[config.mk]
export PLATFORM = sky130hd
export DESIGN_NAME = cosmic_coinc_trig
export DESIGN_NICKNAME = d
export VERILOG_FILES = /design/src/rtl/cct_pkg.sv /design/src/rtl/cct_window.sv /design/src/rtl/cct_evaluator.sv /design/src/rtl/cct_stretcher.sv /design/src/rtl/cosmic_coinc_trig.sv
export SDC_FILE = /design/constraint.sdc
export NUM_CORES = 1
export LEC_CHECK = 0
export ABC_AREA = 1
export BUFFER_PORTS_ARGS = -buffer_cell sky130_fd_sc_hd__buf_2
export CAP_MARGIN = 20
export CORE_MARGIN = 1.5
export CORE_UTILIZATION = 45
export DETAILED_ROUTE_END_ITERATION = 10
export MAX_ROUTING_LAYER = met4
export PLACE_DENSITY_LB_ADDON = 0.1
export SLEW_MARGIN = 20
export SYNTH_ARGS = -nofsm -noshare
export SYNTH_HDL_FRONTEND = slang
export SYNTH_SLANG_ARGS = --single-unit
[constraint.sdc]
create_clock -name clk -period 6.9 [get_ports clk]
set_clock_uncertainty 0.2 [all_clocks]
set_input_delay 0.345 -clock clk [delete_from_list [all_inputs] [get_ports clk]]
set_output_delay 0.345 -clock clk [all_outputs]
set_load 0.005 [all_outputs]
[src/rtl/cct_pkg.sv]
package cct_pkg;

    // Mode word, MSB first: bit5 .. bit0
    typedef struct packed {
        logic grid_and;   // bit 5
        logic to_cosmic;  // bit 4
        logic invert;     // bit 3
        logic adjacent;   // bit 2
        logic paired;     // bit 1
        logic grid;       // bit 0
    } mode_t;

    localparam int MODE_W = $bits(mode_t);

    typedef enum logic [1:0] {
        W_IDLE = 2'd0,
        W_GATE = 2'd1,
        W_EVAL = 2'd2
    } win_st_e;

    // A programmed length of zero behaves as one
    function automatic int unsigned floor_one(input int unsigned v);
        return (v == 0) ? 1 : v;
    endfunction

endpackage

[src/rtl/cct_window.sv]
module cct_window
    import cct_pkg::*;
#(
    parameter int CH_W  = 64,
    parameter int WIN_W = 4
) (
    input  logic              clk,
    input  logic              rst,
    input  logic [CH_W-1:0]   hits,
    input  logic [WIN_W-1:0]  win_len,
    input  logic              busy,
    output logic              open_o,
    output logic              eval_o,
    output logic [CH_W-1:0]   lat_o
);

    win_st_e          st;
    logic [WIN_W-1:0] rem;

    assign open_o = (st == W_IDLE) && (|hits) && !busy;
    assign eval_o = (st == W_EVAL);

    always_ff @(posedge clk) begin
        if (rst) begin
            st    <= W_IDLE;
            rem   <= '0;
            lat_o <= '0;
        end else begin
            case (st)
                W_IDLE: begin
                    if (open_o) begin
                        lat_o <= hits;
                        if (win_len <= WIN_W'(1)) begin
                            st <= W_EVAL;
                        end else begin
                            st  <= W_GATE;
                            rem <= win_len - WIN_W'(1);
                        end
                    end
                end
                W_GATE: begin
                    lat_o <= lat_o | hits;
                    rem   <= rem - WIN_W'(1);
                    if (rem == WIN_W'(1)) st <= W_EVAL;
                end
                W_EVAL:  st <= W_IDLE;
                default: st <= W_IDLE;
            endcase
        end
    end

endmodule

[src/rtl/cct_evaluator.sv]
module cct_evaluator #(
    parameter int N_BANKS = 4,
    parameter int BANK_W  = 16,
    parameter int THR_W   = 7,
    localparam int CH_W   = N_BANKS * BANK_W
) (
    input  logic [CH_W-1:0]  lat,
    input  logic             grid,
    input  logic             grid_and,
    input  logic             paired,
    input  logic             adjacent,
    input  logic [THR_W-1:0] thresh,
    output logic             fire_ok
);

    localparam int HALF   = BANK_W / 2;
    localparam int NPAIR  = N_BANKS * HALF;
    localparam int CNT_W  = $clog2(CH_W + 1);
    localparam int CMP_W  = (CNT_W > THR_W) ? CNT_W : THR_W;
    localparam int LO_GRP = N_BANKS / 2;

    logic [N_BANKS-1:0] bank_or;
    logic [NPAIR-1:0]   adj_pair;
    logic [NPAIR-1:0]   opp_pair;
    logic [NPAIR-1:0]   pair_sel;
    logic [CNT_W-1:0]   cnt_single;
    logic [CNT_W-1:0]   cnt_pair;
    logic [CNT_W-1:0]   count;
    logic               grp_lo;
    logic               grp_hi;

    for (genvar b = 0; b < N_BANKS; b++) begin : g_bank
        assign bank_or[b] = |lat[b*BANK_W +: BANK_W];
        for (genvar k = 0; k < HALF; k++) begin : g_pair
            assign adj_pair[b*HALF + k] = lat[b*BANK_W + 2*k] & lat[b*BANK_W + 2*k + 1];
            assign opp_pair[b*HALF + k] = lat[b*BANK_W + k]   & lat[b*BANK_W + k + HALF];
        end
    end

    assign pair_sel = adjacent ? adj_pair : opp_pair;

    always_comb begin
        cnt_single = '0;
        for (int i = 0; i < CH_W; i++) cnt_single = cnt_single + CNT_W'(lat[i]);
    end

    always_comb begin
        cnt_pair = '0;
        for (int i = 0; i < NPAIR; i++) cnt_pair = cnt_pair + CNT_W'(pair_sel[i]);
    end

    assign count  = paired ? cnt_pair : cnt_single;
    assign grp_lo = |bank_or[LO_GRP-1:0];
    assign grp_hi = |bank_or[N_BANKS-1:LO_GRP];

    always_comb begin
        if (grid) fire_ok = grid_and ? (grp_lo & grp_hi) : (grp_lo | grp_hi);
        else      fire_ok = CMP_W'(count) > CMP_W'(thresh);
    end

endmodule

[src/rtl/cct_stretcher.sv]
module cct_stretcher
    import cct_pkg::*;
#(
    parameter int LEN_W = 8
) (
    input  logic             clk,
    input  logic             rst,
    input  logic             fire,
    input  logic [LEN_W-1:0] len,
    output logic             active
);

    logic [LEN_W-1:0] cnt;

    always_ff @(posedge clk) begin
        if (rst) begin
            cnt <= '0;
        end else if (fire) begin
            cnt <= LEN_W'(floor_one(32'(len)));
        end else if (cnt != '0) begin
            cnt <= cnt - LEN_W'(1);
        end
    end

    assign active = (cnt != '0);

endmodule

[src/rtl/cosmic_coinc_trig.sv]
module cosmic_coinc_trig
    import cct_pkg::*;
#(
    parameter int N_BANKS = 4,
    parameter int BANK_W  = 16,
    parameter int THR_W   = 7,
    parameter int WIN_W   = 4,
    parameter int LEN_W   = 8,
    localparam int CH_W   = N_BANKS * BANK_W
) (
    input  logic              clk,
    input  logic              rst,
    input  logic [CH_W-1:0]   disc_i,
    input  logic [CH_W-1:0]   mask_i,
    input  logic [THR_W-1:0]  thresh_i,
    input  logic [WIN_W-1:0]  win_len_i,
    input  logic [LEN_W-1:0]  acc_len_i,
    input  logic [MODE_W-1:0] mode_i,
    output logic              cosmic_o,
    output logic              test_o
);

    mode_t           md;
    logic [CH_W-1:0] hits;
    logic [CH_W-1:0] lat;
    logic            win_open;
    logic            win_eval;
    logic            fire_ok;
    logic            prim_active;
    logic            prim_lvl;

    assign md   = mode_t'(mode_i);
    assign hits = disc_i & mask_i;

    cct_window #(.CH_W(CH_W), .WIN_W(WIN_W)) u_window (
        .clk     (clk),
        .rst     (rst),
        .hits    (hits),
        .win_len (win_len_i),
        .busy    (prim_active),
        .open_o  (win_open),
        .eval_o  (win_eval),
        .lat_o   (lat)
    );

    cct_evaluator #(.N_BANKS(N_BANKS), .BANK_W(BANK_W), .THR_W(THR_W)) u_eval (
        .lat      (lat),
        .grid     (md.grid),
        .grid_and (md.grid_and),
        .paired   (md.paired),
        .adjacent (md.adjacent),
        .thresh   (thresh_i),
        .fire_ok  (fire_ok)
    );

    cct_stretcher #(.LEN_W(LEN_W)) u_stretch (
        .clk    (clk),
        .rst    (rst),
        .fire   (win_eval & fire_ok),
        .len    (acc_len_i),
        .active (prim_active)
    );

    assign prim_lvl = prim_active ^ md.invert;
    assign cosmic_o = md.to_cosmic & prim_lvl;
    assign test_o   = !md.to_cosmic & prim_lvl;

endmodule

==> results.toml <==
[status]
outcome = "finished with violations"
violations = "setup timing"

[setup_path]
cp-end-kind = "flop"
crit_type = "reg2reg"
arrival_ns = 7.28
cp.required_ns = 6.90
worstReg2RegEnd = "u_stretch.cnt[3]"
rr_startpoint = "u_window.lat_o[1]"
path_max_fanout = 6
reg2reg_slack_ns = -0.38
crit_path_start = "u_window.lat_o[1]"
crit_path_end = "u_stretch.cnt[3]"
critPathSlowestCell = "fa_1"
reg2reg_depth = 31
path_common_cell = "fa_1"
start_kind = "flop"
max_stage_delay_ns = 0.51

[final_layout]
post-route-util = 0.580
antenna_cells = 0
area_growth_pct = 26.2
layout.cells.non_filler = 1478
final_cell_mix = "nand2_1 (271), inv_1 (223), buf_2 (156)"
layout_commonest_cell = "nand2_1"
n_fill_cell = 1557
layout-drive-gt1-share = 0.242
nNetsFinal = 1529
fin_area_sq_mm = 0.00921

[placed_design]
dpl.cell_count = 1456
place_congestion = 0.902
port_buffers = 156
dp_slack_ns = -0.428
dpl_cell_area_sq_mm = 0.00877
dp_hpwl_microns = 16200

[synth]
ys_ff_latch = 78
synth_fa_ha_area_frac = 0.279
synth_nets = 1308
avgSynthCellArea_sq_um = 7.04
yosysUniqueCellTypes = 36
synth_top_family_by_area = "adder cells"
ys_top_cells_by_area = "dfxtp_1 (21%), fa_1 (21%), nand2_1 (14%)"
yosysSeqAreaShare = 0.214
syn_inst = 1037
synth_top_area_frac = 0.214
synth_top_area_cell = "dfxtp_1"
synth_xor_area_frac = 0.00960
synth_area_sq_mm = 0.00730
muxShareOfSynthArea = 0.00274
synthSimpleGateAreaFrac = 0.241
yosys_warnings = 0
synth_compound_area_frac = 0.109

[route]
drt_iter0_markers = 405
drtAntennaViolNets = 0
wl_per_cell_microns = 13.3
remaining_drc_errors = 0
viasPerCell = 4.76
dr.pass1.iters = 4
vias = 7030
routed_wl_microns = 19600

[clock_tree]
clk_latency_ns = 0.35
clkTransAtPathRegs_ns = 0.06
cts.path.max_buffers = 2
cts_inserted_buffers = 9
root_buffer = "clkbuf_16"
cts_tree = "done"
tritoncts_num_sinks = 78
htreeDepth = 3

[die]
start_util = 0.460
num_rows = 46
die_area_sq_mm = 0.0170
chipHeight_microns = 130
io_pins = 157
core_sq_mm = 0.0159
die_x_microns = 130

[global_route]
grt_pass1_vias = 6592
overflow = 0
grt_pass1_wl_microns = 31500
grt_max_degree = 74
grt_use_total = 0.248
antenna_found_initial = 0

[sta]
finalMaxSlewViolations = 0
tns_ns = -2.80
slew_headroom = 0.449
fin_crit_ns = 7.28
layout_setup_ws_ns = -0.380
setup_viol = 8
finalCritPeriodShare = 1.06
rsz0062_at_grt = "true"
final_hold_viol_count = 0
worst_pin_slew_ns = 0.826
max_freq_mhz = 137

[power]
powerDensity_mw_per_mm2 = 640
vdd_ir_drop_max_mv = 0.761
power.leakage_nw = 4.96

[worst_hold_path]
min_from = "acc_len_i[6]"
hp-class = "in2reg"

[job]
drv_cap = 0
[synthesized netlist by cell type]
cell / n
nand2_1: 276
inv_1: 231
a21oi_1: 89
dfxtp_1: 78
fa_1: 78
nor2_1: 68
ha_1: 38
nand3_1: 27
o21ai_0: 24
nor3_1: 23
nand4_1: 18
a31oi_1: 16
clkbuf_1: 13
o31ai_1: 9
buf_6: 8
buf_2: 7
xor2_1: 6
buf_1: 3
or2_2: 3
mux2i_1: 2
nand2_4: 2
nand3_2: 2
o211ai_1: 2
xnor2_1: 2
a21o_1: 1
a21oi_2: 1
a21oi_4: 1
clkinv_1: 1
inv_2: 1
nand2_2: 1
nand3b_2: 1
nor2_2: 1
nor2_4: 1
nor3b_1: 1
o211a_1: 1
o21ai_1: 1
[state kept, by name, summed over array words and instances (netlist names)]
name	cells
u_window.lat_o	64
u_stretch.cnt	8
u_window.rem	4
u_window.st	2
[where the power goes]
part	switching, mW	total, mW	internal (mW)
clock	0.189	0.476	0.287
combinational	2.56	4.75	2.18
sequential	0.0984	0.670	0.572
[metrics by stage]
step / power [mW] / hold WS [ns]
after floorplan: 3.78 / 0.243
after global placement: 5.05 / 0.255
after detailed placement: 5.15 / 0.264
after CTS: 5.72 / 0.0343
after global routing: 6.58 / 0.0555
final: 5.89 / 0.0416
[worst min-delay path by stage]
| stage | to | slack [ns] | cells after the start |
|---|---|---|---|
| 2_1_floorplan | u_window.lat_o[33] | 0.24 | 2 |
| 3_3_place_gp | u_window.lat_o[37] | 0.25 | 2 |
| 3_5_place_dp | u_window.lat_o[36] | 0.26 | 2 |
| 4_1_cts | u_stretch.cnt[4] | 0.03 | 3 |
| 5_1_grt | u_stretch.cnt[4] | 0.06 | 3 |
| 6_report | u_stretch.cnt[6] | 0.04 | 3 |
[worst max-delay path: cells and delay by family, from the launching register on]
kind	cells	cell delay (ns)
DFF	1	0.34
buffers and inverters	3	0.16
and+or+nand+nor	11	0.71
adders and majority gates	12	5.00
AOI/OAI and AO/OA	5	0.71
[cell families (layout without fill, tap and decap cells)]
kind of cell	Yosys count	after routing
AND/OR/NAND/NOR	424	425
AO/OA/AOI/OAI	145	145
flip-flops	78	78
XOR/XNOR	8	8
multiplexers	2	2
adder cells (fa/ha/maj)	116	116
buffers and inverters	264	488
[routing by layer]
metal / vias up / wire [microns] / track usage
met2: 163 / 9180 / 0.392
li1: 3600 / - / -
met5: - / 0 / -
met3: 26 / 833 / 0.0350
met4: 0 / 349 / 0.0692
met1: 3241 / 9290 / 0.335
[what timing repair did]
item                       in CTS  in global routing
pin swaps                       1                  7
setup buffers                   1                  5
setup endpoints to repair       8                  8
hold buffers                    0                  0
cloned                          1                  0
gates resized for setup        11                 24
[layout make-up]
class | instances | area (sq um) | area share
Clock buffer | 11 | 243 | 0.0263
Clock inverter | 4 | 47.5 | 0.00516
Inverter | 233 | 875 | 0.0949
Multi-Input combinational cell | 696 | 4800 | 0.521
Sequential cell | 78 | 1570 | 0.170
Tap cell | 216 | 270 | 0.0293
Timing Repair Buffer | 240 | 1420 | 0.154
Power figures use the tool's default switching activity.
